File: src/rtl/ps2rx_pkg.sv
package ps2rx_pkg;

    typedef enum logic [2:0] {
        ST_INHIBIT,
        ST_LISTEN,
        ST_SHIFT,
        ST_PARITY,
        ST_STOP,
        ST_REARM
    } ps2rx_state_t;

    typedef enum logic [1:0] {
        ERR_NONE    = 2'b00,
        ERR_PARITY  = 2'b01,
        ERR_STOP    = 2'b10,
        ERR_TIMEOUT = 2'b11
    } ps2rx_err_t;

endpackage

File: src/rtl/ps2rx_sync.sv
module ps2rx_sync #(
    parameter int STAGES = 2
) (
    input  logic clk,
    input  logic rst_n,
    input  logic d,
    output logic q
);
    logic [STAGES-1:0] chain;

    generate
        for (genvar i = 0; i < STAGES; i++) begin : g_stage
            if (i == 0) begin : g_first
                always_ff @(posedge clk or negedge rst_n) begin
                    if (!rst_n) chain[0] <= 1'b1;
                    else        chain[0] <= d;
                end
            end else begin : g_next
                always_ff @(posedge clk or negedge rst_n) begin
                    if (!rst_n) chain[i] <= 1'b1;
                    else        chain[i] <= chain[i-1];
                end
            end
        end
    endgenerate

    assign q = chain[STAGES-1];
endmodule

File: src/rtl/ps2rx_timer.sv
module ps2rx_timer #(
    parameter int LIMIT = 5000
) (
    input  logic clk,
    input  logic rst_n,
    input  logic run,
    input  logic clear,
    output logic expired
);
    localparam int CW = $clog2(LIMIT + 1);
    logic [CW-1:0] cnt;

    assign expired = run && !clear && (cnt == CW'(LIMIT - 1));

    always_ff @(posedge clk or negedge rst_n) begin
        if (!rst_n)               cnt <= '0;
        else if (!run || clear)   cnt <= '0;
        else if (!expired)        cnt <= cnt + 1'b1;
    end
endmodule

File: src/rtl/ps2rx_shift.sv
module ps2rx_shift #(
    parameter int W = 8
) (
    input  logic         clk,
    input  logic         rst_n,
    input  logic         start,
    input  logic         take,
    input  logic         bit_in,
    output logic [W-1:0] data,
    output logic         ones_odd,
    output logic         last
);
    localparam int NW = (W > 1) ? $clog2(W) : 1;
    logic [NW-1:0] taken;

    assign last = (taken == NW'(W - 1));

    always_ff @(posedge clk or negedge rst_n) begin
        if (!rst_n) begin
            data     <= '0;
            ones_odd <= 1'b0;
            taken    <= '0;
        end else if (start) begin
            data     <= '0;
            ones_odd <= 1'b0;
            taken    <= '0;
        end else if (take) begin
            data     <= {bit_in, data[W-1:1]};
            ones_odd <= ones_odd ^ bit_in;
            taken    <= taken + 1'b1;
        end
    end
endmodule

File: src/rtl/ps2rx_engine.sv
module ps2rx_engine
    import ps2rx_pkg::*;
#(
    parameter int          DATA_BITS   = 8,
    parameter int          SYNC_STAGES = 2,
    parameter int          TMO_CYCLES  = 5000,
    parameter int          GAP_CYCLES  = 5000,
    parameter logic [7:0]  RESEND_CMD  = 8'hFE
) (
    input  logic                 clk,
    input  logic                 rst_n,
    input  logic                 arm,
    input  logic                 kclk_in,
    input  logic                 kdat_in,
    output logic                 kclk_drv_low,
    output logic                 kdat_drv_low,
    output logic [DATA_BITS-1:0] rx_byte,
    output logic                 rx_valid,
    output logic                 rx_err,
    output logic [1:0]           err_kind,
    output logic                 resend_req,
    output logic [DATA_BITS-1:0] resend_code
);
    ps2rx_state_t state, state_n;

    logic kclk_s, kdat_s, kclk_prev, fall;
    logic in_frame, tmo_hit, gap_done;
    logic sh_start, sh_take, sh_odd, sh_last;
    logic [DATA_BITS-1:0] sh_data;
    logic done_ok, bad_par, bad_stop, bad_tmo;

    ps2rx_sync #(.STAGES(SYNC_STAGES)) u_sync_clk (
        .clk(clk), .rst_n(rst_n), .d(kclk_in), .q(kclk_s));
    ps2rx_sync #(.STAGES(SYNC_STAGES)) u_sync_dat (
        .clk(clk), .rst_n(rst_n), .d(kdat_in), .q(kdat_s));

    always_ff @(posedge clk or negedge rst_n) begin
        if (!rst_n) kclk_prev <= 1'b1;
        else        kclk_prev <= kclk_s;
    end
    assign fall = kclk_prev & ~kclk_s;

    assign in_frame = (state == ST_SHIFT) || (state == ST_PARITY) || (state == ST_STOP);

    ps2rx_timer #(.LIMIT(TMO_CYCLES)) u_tmo (
        .clk(clk), .rst_n(rst_n), .run(in_frame), .clear(fall), .expired(tmo_hit));
    ps2rx_timer #(.LIMIT(GAP_CYCLES)) u_gap (
        .clk(clk), .rst_n(rst_n), .run(state == ST_REARM), .clear(1'b0), .expired(gap_done));

    ps2rx_shift #(.W(DATA_BITS)) u_shift (
        .clk(clk), .rst_n(rst_n), .start(sh_start), .take(sh_take), .bit_in(kdat_s),
        .data(sh_data), .ones_odd(sh_odd), .last(sh_last));

    // next state and frame events
    always_comb begin
        state_n  = state;
        sh_start = 1'b0;
        sh_take  = 1'b0;
        done_ok  = 1'b0;
        bad_par  = 1'b0;
        bad_stop = 1'b0;
        bad_tmo  = 1'b0;
        unique case (state)
            ST_INHIBIT: begin
                if (arm) state_n = ST_LISTEN;
            end
            ST_LISTEN: begin
                if (fall && !kdat_s) begin
                    state_n  = ST_SHIFT;
                    sh_start = 1'b1;
                end
            end
            ST_SHIFT: begin
                if (fall) begin
                    sh_take = 1'b1;
                    if (sh_last) state_n = ST_PARITY;
                end else if (tmo_hit) begin
                    bad_tmo = 1'b1;
                    state_n = ST_INHIBIT;
                end
            end
            ST_PARITY: begin
                if (fall) begin
                    if (sh_odd ^ kdat_s) state_n = ST_STOP;
                    else begin
                        bad_par = 1'b1;
                        state_n = ST_REARM;
                    end
                end else if (tmo_hit) begin
                    bad_tmo = 1'b1;
                    state_n = ST_INHIBIT;
                end
            end
            ST_STOP: begin
                if (fall) begin
                    if (kdat_s) begin
                        done_ok = 1'b1;
                        state_n = ST_INHIBIT;
                    end else begin
                        bad_stop = 1'b1;
                        state_n  = ST_REARM;
                    end
                end else if (tmo_hit) begin
                    bad_tmo = 1'b1;
                    state_n = ST_INHIBIT;
                end
            end
            ST_REARM: begin
                if (gap_done) state_n = ST_LISTEN;
            end
            default: state_n = ST_INHIBIT;
        endcase
    end

    // state register
    always_ff @(posedge clk or negedge rst_n) begin
        if (!rst_n) state <= ST_INHIBIT;
        else        state <= state_n;
    end

    // registered outputs
    always_ff @(posedge clk or negedge rst_n) begin
        if (!rst_n) begin
            kclk_drv_low <= 1'b1;
            rx_byte      <= '0;
            rx_valid     <= 1'b0;
            rx_err       <= 1'b0;
            err_kind     <= ERR_NONE;
            resend_req   <= 1'b0;
        end else begin
            kclk_drv_low <= (state_n == ST_INHIBIT) || (state_n == ST_REARM);
            rx_valid     <= done_ok;
            rx_err       <= bad_par | bad_stop | bad_tmo;
            resend_req   <= bad_par | bad_stop;
            if (done_ok)  rx_byte  <= sh_data;
            if (bad_par)  err_kind <= ERR_PARITY;
            if (bad_stop) err_kind <= ERR_STOP;
            if (bad_tmo)  err_kind <= ERR_TIMEOUT;
        end
    end

    assign kdat_drv_low = 1'b0;
    assign resend_code  = DATA_BITS'(RESEND_CMD);
endmodule

File: config.mk
export PLATFORM = sky130hd
export DESIGN_NAME = ps2rx_engine
export DESIGN_NICKNAME = d
export VERILOG_FILES = /design/src/rtl/ps2rx_pkg.sv /design/src/rtl/ps2rx_sync.sv /design/src/rtl/ps2rx_timer.sv /design/src/rtl/ps2rx_shift.sv /design/src/rtl/ps2rx_engine.sv
export SDC_FILE = /design/constraint.sdc
export NUM_CORES = 1
export LEC_CHECK = 0
export ABC_AREA = 0
export BUFFER_PORTS_ARGS = -buffer_cell sky130_fd_sc_hd__buf_2
export CAP_MARGIN = 5
export CORE_MARGIN = 2
export CORE_UTILIZATION = 59
export DETAILED_ROUTE_END_ITERATION = 7
export PLACE_DENSITY = 0.87
export SYNTH_ARGS = -nofsm -noshare
export SYNTH_HDL_FRONTEND = slang
export SYNTH_HIERARCHICAL = 1
export SYNTH_SLANG_ARGS = --single-unit
File: constraint.sdc
create_clock -name clk -period 2.7 [get_ports clk]
set_input_delay 0.405 -clock clk [delete_from_list [all_inputs] [get_ports clk]]
set_output_delay 0.405 -clock clk [all_outputs]
set_load 0.02 [all_outputs]
==> out/summary.txt <==
DR iter-0 viols: 168
Routed met1 length: 2490 microns
DIE AREA: 0.00576 sq mm
Sequential-to-total area share from yosys stat: 49.4%
GRT Total Usage: 20.9%
Worst setup EP type: flop
WP data arrival: 2.58 ns
P&R area growth vs syn: 9.51%
Period utilization: 86.0%
WL met3: 256 microns
Most common cell after layout, fill and taps aside: dfrtp_1
Fillers: 388
Worst-Margin Slew: 1.00 ns
Met2 routed WL: 2640 microns
Type of the most critical hold path: input pin to flop
TritonCTS Buffers: 9
Yosys cell types: 53
Final worst path period need: 2.32 ns
Die W: 75.9 microns
Clk root buf: clkbuf_8
Dpl hpwl: 3730 microns
Commonest cells after routing, fill and taps aside: dfrtp_1 (54), nand2_1 (21), nor2_1 (19), buf_2 (18), mux2i_1 (16)
GRT Residual Overflow: 0
Worst-path clk slew: 0.06 ns
Max Cap Viol: 0
Detailed Route WL: 5460 microns
Ports: 28
DR vias/cell: 5.72
Ys Warns: 6
H-tree Lvls: 3
Synth Flop Type: dfrtp_1
Rel. slew slack: 33.3%
Starting Density: 60.5%
Maximum fanout along the worst path: 12
Endpoints failing hold: 0
Uppermost layer routed: met4
Antenna cells: 0
Avg Cell Area, Syn: 10.9 sq um
Vias in the first global route: 2073
Hold path cells: 1
#FFs+latches synth: 60
Final core utilization: 66.3%
Drt pass-1 iters: 4
Sum Neg Setup Slack: 0 ns
Core Footprint: 0.00504 sq mm
Post-CTS Hold Buffers: 0
Bufs on Longest Clock Path: 2
Final clock skew: 0.00563 ns
PostCTS Resize Cnt: 0
Worst vdd ir: 0.402 mV
TritonCTS clock tree: yes
Setup Viol. Count Final: 0
PortBufs: 18
Fmax: 0.431 GHz
Initial antenna violation count: 0
CP startpoint kind: flop
Post-synth top area share: 44.3%
Wire per inst: 14.5 microns
Status: complete, no violations
Top cells by area, synth: dfrtp_1 (44%), mux2i_1 (5.2%), dfstp_2 (5.2%)
Die H: 75.9 microns
LEAKAGE: 1.48 nW
Critical path data required time: 2.96 ns
Area of the mapped netlist: 0.00305 sq mm
# rows: 26
Post-synth EDFFs: 0
Routability cong.: 0.835
FFs w/ async S/R, synth: 100%
Post-CTS Setup Inserts: 0
Logic depth of the worst register-to-register path: 10
Layout cells sized above 1: 22.5%
Power per Cell Area: 699 mW/mm^2
Area leader, netlist: dfrtp_1
Cells after Synth: 280
Worst Path Class, Setup: flop to flop
Routed via count: 2158
RSZ-0062 raised after global routing: no
First-pass GRT wire length: 9770 microns
Largest net degree at the start of global routing: 48
Post-DRT Antenna Nets: 0
Clk_lat worst skew: 0.33 ns
Clock Sinks: 60
Final-stage net count: 311
Drt drc: 0
Slew Limit Fails: 0
==> cells by family after synthesis <==
family	Yosys count	synth area share, %
AO/OA/AOI/OAI	44	9.43
AND/OR/NAND/NOR	111	22.8
flip-flops	60	49.4
other	2	0.246
adder cells (fa/ha/maj)	4	1.64
multiplexers	24	8.20
buffers and inverters	30	6.81
XOR/XNOR	5	1.44
==> critical path, stage by stage, from the launching register on <==
cell and delay (ns):
dfrtp_1 0.56, inv_1 0.18, or3_1 0.39, nand2_1 0.12
nor2b_1 0.19, and2_2 0.18, inv_1 0.07, a31oi_1 0.18
a22oi_2 0.13, xor2_1 0.16, nor2_1 0.10
==> sequential cells by signal, indices dropped and copies added, names as in the netlist <==
signal / flops
kclk_prev: 1
u_gap/cnt: 13
err_kind: 2
u_shift/data: 8
state: 3
resend_req: 1
u_sync_dat/chain: 1
rx_valid: 1
kclk_drv_low: 1
u_shift/taken: 3
u_sync_clk/q: 1
u_sync_clk/chain: 1
u_tmo/cnt: 13
u_sync_dat/q: 1
u_shift/ones_odd: 1
rx_err: 1
rx_byte: 8
==> cell type report <==
class	count	area, sq um	share of cell area (%)
clock buffers	15	176	5.28
inverters	8	30.0	0.899
flip-flops and latches	60	1510	45.2
well taps	70	87.6	2.62
clock inverters	1	30.0	0.899
repair buffers	24	135	4.04
multi-input cells	199	1370	41.1
==> power by group <==
part | switching (mW) | leakage [nW] | internal [mW]
registers | 0.109 | 0.808 | 0.975
logic | 0.247 | 0.570 | 0.179
clock network | 0.322 | 0.104 | 0.504
==> Yosys cell counts, types with 2 or more instances <==
| cell | number |
|---|---|
| mux2i_1 | 16 |
| and2_2 | 2 |
| a21oi_1 | 14 |
| nor4b_2 | 2 |
| dfstp_2 | 6 |
| a31oi_1 | 3 |
| nor4_4 | 2 |
| or4b_4 | 2 |
| nor2_1 | 19 |
| xor2_1 | 3 |
| or4_1 | 6 |
| buf_4 | 10 |
| nand2_1 | 21 |
| ha_1 | 4 |
| clkbuf_1 | 3 |
| buf_2 | 3 |
| or3_1 | 7 |
| xnor2_1 | 2 |
| nor4_1 | 3 |
| o21a_1 | 6 |
| conb_1 | 2 |
| nor2b_1 | 2 |
| nand3_1 | 13 |
| or4_2 | 2 |
| nand4_1 | 5 |
| mux2_2 | 3 |
| o21ai_0 | 7 |
| nor3_1 | 4 |
| inv_1 | 7 |
| buf_6 | 5 |
| dfrtp_1 | 54 |
| nand2b_1 | 6 |
| and2b_2 | 2 |
| or3_2 | 2 |
| o31ai_1 | 8 |
| mux2_1 | 5 |
| nor3b_1 | 3 |
==> path summary, 6_finish.rpt <==
| kind | from | to | slack, ns |
|---|---|---|---|
| worst max-delay path | state[2] | kclk_drv_low | 0.38 |
| worst min-delay path | kclk_in | u_sync_clk/chain[0] | 0.17 |
| worst max register to register | state[2] | kclk_drv_low | 0.38 |
| worst min register to register | u_sync_dat/chain[0] | u_sync_dat/q | 0.36 |
| max in group asynchronous | rst_n | u_gap/cnt[11] | 1.76 |
| min in group asynchronous | rst_n | rx_byte[1] | 0.24 |
==> layer usage <==
metal  GRT usage (%)  vias to the layer above
met5               0                        -
met4            6.36                        0
met3            6.19                        8
met2            31.5                       62
met1            29.6                     1064
li1                -                     1024
==> per-stage QoR <==
stage	worst slack [ns]	hold WS, ns	area (sq um)	total power, mW	instances
2_1_floorplan	0.526	0.109	3090	1.45	289
3_3_place_gp	0.450	0.345	3140	1.49	361
3_5_place_dp	0.389	0.353	3140	1.52	361
4_1_cts	0.374	0.160	3340	2.36	377
5_1_grt	0.164	0.152	3340	2.46	377
6_report	0.379	0.174	3340	2.33	377
(Power assumes the default switching activity.)
